**src/rtl/i2c_bus_unstick_pkg.sv**
```systemverilog
package i2c_bus_unstick_pkg;

    localparam int          CMD_W      = 8;
    localparam int          RD_BIT     = 4;
    localparam int          SP_BIT     = 2;
    localparam logic [3:0]  MST_LOST   = 4'hC;
    localparam logic [CMD_W-1:0] CMD_RD = CMD_W'(1) << RD_BIT;
    localparam logic [CMD_W-1:0] CMD_SP = CMD_W'(1) << SP_BIT;

    typedef enum logic [2:0] {
        ST_IDLE,
        ST_CHECK,
        ST_RD_ISSUE,
        ST_RD_WAIT,
        ST_SP_ISSUE,
        ST_SP_WAIT,
        ST_DONE,
        ST_FAIL
    } unstick_state_t;

endpackage

```
**src/rtl/unstick_meter.sv**
```systemverilog
module unstick_meter #(
    parameter int TMR_W = 16
) (
    input  logic             clk,
    input  logic             rst_n,
    input  logic             clr_i,
    input  logic             en_i,
    input  logic [TMR_W-1:0] limit_i,
    output logic             reach_o
);
    localparam logic [TMR_W-1:0] CNT_MAX = {TMR_W{1'b1}};

    logic [TMR_W-1:0] cnt_q;

    always_ff @(posedge clk or negedge rst_n) begin
        if (!rst_n) begin
            cnt_q <= '0;
        end else if (clr_i) begin
            cnt_q <= '0;
        end else if (en_i && cnt_q != CNT_MAX) begin
            cnt_q <= cnt_q + 1'b1;
        end
    end

    assign reach_o = (cnt_q >= limit_i);
endmodule

```
**src/rtl/i2c_bus_unstick.sv**
```systemverilog
module i2c_bus_unstick
    import i2c_bus_unstick_pkg::*;
#(
    parameter int TMR_W = 16
) (
    input  logic             clk,
    input  logic             rst_n,
    input  logic             start_i,
    input  logic [3:0]       mstate_i,
    input  logic             busy_i,
    input  logic [TMR_W-1:0] limit_i,
    output logic             auto_mode_o,
    output logic             rx_chan_o,
    output logic             cmd_valid_o,
    output logic [CMD_W-1:0] cmd_word_o,
    output logic             done_o,
    output logic             err_o
);

    unstick_state_t state_q, state_d;
    logic           ovr_reach, wt_reach;
    logic           in_wait, in_recov, bus_lost, wait_exit;

    assign bus_lost  = (mstate_i == MST_LOST);
    assign in_wait   = (state_q == ST_RD_WAIT) || (state_q == ST_SP_WAIT);
    assign wait_exit = !busy_i || wt_reach;

    // elapsed cycles since start, for the retry loop budget
    unstick_meter #(.TMR_W(TMR_W)) u_ovr (
        .clk     (clk),
        .rst_n   (rst_n),
        .clr_i   (state_q == ST_IDLE),
        .en_i    (1'b1),
        .limit_i (limit_i),
        .reach_o (ovr_reach)
    );

    // cycles spent in the current busy wait
    unstick_meter #(.TMR_W(TMR_W)) u_wait (
        .clk     (clk),
        .rst_n   (rst_n),
        .clr_i   (!in_wait),
        .en_i    (in_wait),
        .limit_i (limit_i),
        .reach_o (wt_reach)
    );

    always_ff @(posedge clk or negedge rst_n) begin
        if (!rst_n) state_q <= ST_IDLE;
        else        state_q <= state_d;
    end

    always_comb begin
        state_d = state_q;
        unique case (state_q)
            ST_IDLE:     if (start_i) state_d = ST_CHECK;
            ST_CHECK: begin
                if (!bus_lost)      state_d = ST_DONE;
                else if (ovr_reach) state_d = ST_FAIL;
                else                state_d = ST_RD_ISSUE;
            end
            ST_RD_ISSUE: state_d = ST_RD_WAIT;
            ST_RD_WAIT:  if (wait_exit) state_d = ST_SP_ISSUE;
            ST_SP_ISSUE: state_d = ST_SP_WAIT;
            ST_SP_WAIT:  if (wait_exit) state_d = ST_CHECK;
            ST_DONE:     state_d = ST_IDLE;
            ST_FAIL:     state_d = ST_IDLE;
            default:     state_d = ST_IDLE;
        endcase
    end

    assign in_recov = (state_q == ST_RD_ISSUE) || (state_q == ST_SP_ISSUE) || in_wait;

    always_comb begin
        auto_mode_o = !in_recov;
        rx_chan_o   = in_recov;
        cmd_valid_o = 1'b0;
        cmd_word_o  = '0;
        done_o      = 1'b0;
        err_o       = 1'b0;
        unique case (state_q)
            ST_RD_ISSUE: begin cmd_valid_o = 1'b1; cmd_word_o = CMD_RD; end
            ST_SP_ISSUE: begin cmd_valid_o = 1'b1; cmd_word_o = CMD_SP; end
            ST_DONE:     done_o = 1'b1;
            ST_FAIL:     err_o  = 1'b1;
            default: ;
        endcase
    end
endmodule


```
**config.mk**
```make
export PLATFORM = sky130hd
export DESIGN_NAME = i2c_bus_unstick
export DESIGN_NICKNAME = d
export VERILOG_FILES = /design/src/rtl/i2c_bus_unstick_pkg.sv /design/src/rtl/unstick_meter.sv /design/src/rtl/i2c_bus_unstick.sv
export SDC_FILE = /design/constraint.sdc
export NUM_CORES = 1
export LEC_CHECK = 0
export ABC_AREA = 1
export ABC_CLOCK_PERIOD_IN_PS = 2800
export BUFFER_PORTS_ARGS = -buffer_cell sky130_fd_sc_hd__buf_2
export CAP_MARGIN = 15
export CORE_UTILIZATION = 30
export CTS_BUF_LIST = sky130_fd_sc_hd__clkbuf_16
export CTS_CLUSTER_DIAMETER = 80
export DETAILED_ROUTE_END_ITERATION = 12
export HOLD_SLACK_MARGIN = 0.03
export PLACE_DENSITY = 0.56
export SLEW_MARGIN = 20
export SYNTH_ARGS = -nofsm -noshare
export SYNTH_HDL_FRONTEND = slang
export SYNTH_HIERARCHICAL = 1
export SYNTH_SLANG_ARGS = --single-unit
```
**constraint.sdc**
```tcl
create_clock -name clk -period 2.8 [get_ports clk]
set_input_delay 0.42 -clock clk [delete_from_list [all_inputs] [get_ports clk]]
set_output_delay 0.42 -clock clk [all_outputs]
set_load 0.01 [all_outputs]
```
==> metrics.md <==
| Metric | Value |
|---|---|
| Status | finished, final reports clean |
| Final Setup Violations | 0 |
| RSZ-0062 raised after global routing | no |
| Crit-path cells | ha_1 -> nand2_1 -> nor2_4 -> nand2_2 -> nor2_4 -> nor3_1 -> nand2_1 -> nand2_1 |
| Layout Utilization | a little over a third |
| Critical path's slowest cell | nor3_1 |
| Fin crit share | 66.1% |
| Row cnt | 37 |
| Fin nets | 580 |
| Skew final | approximately 7.6 ps |
| Rel. slew slack | about 44% |
| Arrival time worst endpoint | between 2000 and 2500 ps |
| Full die area | ~11,000 µm² |
| Total power | 1.95 mW |
| Initial Utilization | 31.1% |
| Most common cell in the netlist | nand2_1 |
| Max incr delay on CP | around 530 ps |
| Grt ovf | 0 |
| Syn-to-layout area delta | 12.4% |
| Fillers | about 1,200 |
| NetSw | 815 µW |
| Final setup TNS | 0 ps |
| # hold bufs at CTS | 0 |
| First-pass GRT wire length | approximately 14,000 µm |
| Peak supply drop | 0.221 mV |
| Longest Clk Path Bufs | 2 |
| Root buf cell | clkbuf_16 |
| Layout cell share with drive strength beyond 1 | between 10% and 20% |
| Top cells by count, synth | nand2_1 (164), inv_1 (80), nor2_1 (44) |
| Top FF cell, synth | dfrtp_1 |
| # resized after CTS | 0 |
| Chip Width | about 110 µm |
| Skew-Pair Late Insertion Delay | between 200 and 300 ps |
| Seq pwr share | 32.9% |
| Number of global-route vias before repair | approximately 3,000 |
| Synth top area share | 27.1% |
| Initial antenna violation count | 0 |
| Fmax | around 540 MHz |
| Final GP Congestion | ~0.87 |
| Io pins | 37 |
| CTS tree | yes |
| Synth Instances | about 490 |
| HPWL after DPL | between 6000 and 7000 µm |
| Most frequent cell on the critical path | nand2_1 |
| Footprint of the multi-input gates | ~2000 µm² |
| DRC | 0 |
| Seq/Total Area, Yosys | 27.1% |
| Switching part of the total | between 40% and 50% |
| Synth top area cells | dfrtp_1 (27%), nand2_1 (19%), ha_1 (13%), inv_1 (9.3%), nor2_1 (5.1%) |
| DR iter-0 viols | between 100 and 150 |
| Setup crit start kind | flip-flop |
| Clock-pin slew on the worst setup and hold paths | approximately 60 ps |
| CP max FO | 5 |
| Placeable Area | approximately 10,000 µm² |
| Critical path data required time | approximately 3000 ps |
| Clock power frac | 26.8% |
| CTS buffer count | 5 |
| Syn avg cell area | between 6 and 7 µm² |
| IO Port Bufs | 30 |
| Number of enable flip-flop cells after synthesis | 0 |
| Post-CTS Setup Inserts | 0 |
| Synth cell types | 26 |
| LEAKAGE | approximately 2.1 nW |
| Setup CP Type | flip-flop to flip-flop |
| Largest net degree at the start of global routing | 36 |
| CP Capture Type | flip-flop |
| Worst slew pin tran | around 840 ps |
| WL/cell | approximately 12 µm |
| Detailed Routing Iterations Pass 1 | 4 |
| CTS Sinks | 35 |
| Vias/cell | approximately 4.6 |
| Max_cap viols | 0 |
| Antenna Violating Nets Remaining | 0 |
| Ant diodes | 0 |
| Total track usage | between 10% and 20% |
| Number of warnings issued by yosys | 6 |
| #FFs+latches synth | 35 |
| Non-Filler Cell Area, Final | about 3600 µm² |
| DIE HEIGHT | approximately 110 µm |
| Min Tclk post-route | about 1900 ps |
| DP Area | around 3500 µm² |
| Total routed wirelength | 7660 µm |
| Final Max Slew Viols | 0 |
| P_int | about 1.1 mW |
| Top cell type by total area after synthesis | dfrtp_1 |
| Worst min path class | primary input to asynchronous set/reset pin |
| # H-tree levels | 2 |
| Combinational share of power | 40.3% |
| Via Count | slightly above 3,000 |
| Power Density | ~540 nW/µm² |
| Final Hold Vio Count | 0 |
| Post-synthesis cell area | 3230 µm² |
| Async S/R FF share, synth | 100% |
| Register Area | slightly below 900 µm² |
[layer usage]
layer | vias to the layer above | share of wire [%] | GRT usage, %
li1 | 1587 | - | -
met1 | 1380 | 47 | 20.2
met2 | 56 | 48 | 26.0
met3 | 6 | 4.0 | 2.66
met4 | 0 | 0.91 | 3.27
met5 | - | 0 | 0
[cell usage in the layout (no fill, tap or decap)]
master | synthesis | final
clkinv_1 | 0 | 1
nand2_2 | 5 | 5
o21ai_0 | 8 | 8
nand3b_1 | 5 | 5
xor2_1 | 4 | 4
nor2_1 | 44 | 44
o21bai_1 | 3 | 3
mux2i_1 | 1 | 1
nand3_1 | 28 | 28
nor3_1 | 9 | 9
nand4_1 | 19 | 19
nand2_1 | 164 | 164
nor2_8 | 2 | 2
nor2_4 | 6 | 6
nor2_2 | 2 | 2
inv_2 | 2 | 2
clkinv_2 | 0 | 1
buf_2 | 1 | 30
inv_1 | 80 | 80
a21oi_1 | 18 | 18
a21oi_2 | 1 | 1
xnor2_1 | 6 | 6
ha_1 | 34 | 34
dfrtp_1 | 35 | 35
clkbuf_16 | 0 | 5
conb_1 | 2 | 9
[flip-flops by register name, indices dropped and copies added, names as in the netlist]
| name | count |
|---|---|
| state_q | 3 |
| u_ovr/cnt_q | 16 |
| u_wait/cnt_q | 16 |
[logic make-up (layout without fill, tap and decap cells)]
group / Yosys count / in the layout / synth area share (%)
simple gates: 284 / 284 / 39.4
buf+inv: 93 / 119 / 12.0
flops: 35 / 35 / 27.1
fa+ha+maj: 34 / 34 / 13.2
compound gates: 30 / 30 / 5.00
xor+xnor: 10 / 10 / 2.71
other cells: 2 / 9 / 0.233
mux: 1 / 1 / 0.310
[stage by stage]
step                hold WS, ps  std cells  setup slack (ps)
finish                      252        658               948
global route                329        658               747
CTS                         299        658               904
detailed placement          536        651               831
global placement            516        651               871
floorplan                   124        496              1150
[layout make-up]
type                    count  share of cell area, %
clock inverters             2                  0.241
clock buffers               5                   3.45
multi-input cells         368                   54.9
well taps                 136                   4.69
inverters                  82                   8.48
flip-flops and latches     35                   24.1
repair buffers             30                   4.14
[final timing paths]
| kind | start | slack [ps] | endpoint | depth (start not counted) |
|---|---|---|---|---|
| min in group clk | busy_i | 520 | state_q[2] | 5 |
| worst max-delay path | u_ovr/cnt_q[0] | 950 | u_ovr/cnt_q[15] | 8 |
| worst max register to register | u_ovr/cnt_q[0] | 950 | u_ovr/cnt_q[15] | 8 |
| worst min-delay path | rst_n | 250 | u_ovr/cnt_q[15] | 1 |
| worst min register to register | u_wait/cnt_q[0] | 540 | u_wait/cnt_q[0] | 2 |
| max in group asynchronous | rst_n | 2020 | state_q[1] | 1 |
[power groups by stage]
| stage | Clock [mW] | Sequential, mW | Combinational [mW] |
|---|---|---|---|
| detailed placement | 0 | 0.646 | 0.803 |
| finish | 0.523 | 0.640 | 0.784 |
| floorplan | 0 | 0.616 | 0.628 |
| CTS | 0.541 | 0.639 | 0.804 |
| global route | 0.565 | 0.648 | 0.910 |
| global placement | 0 | 0.644 | 0.788 |
[worst max-delay path, delay by kind of cell (launching register included)]
kind	cells	cell delay, ps
AND/OR/NAND/NOR	7	1140
flip-flops	1	410
adder cells (fa/ha/maj)	1	240
Note: power is estimated with default switching activity, not from simulation.
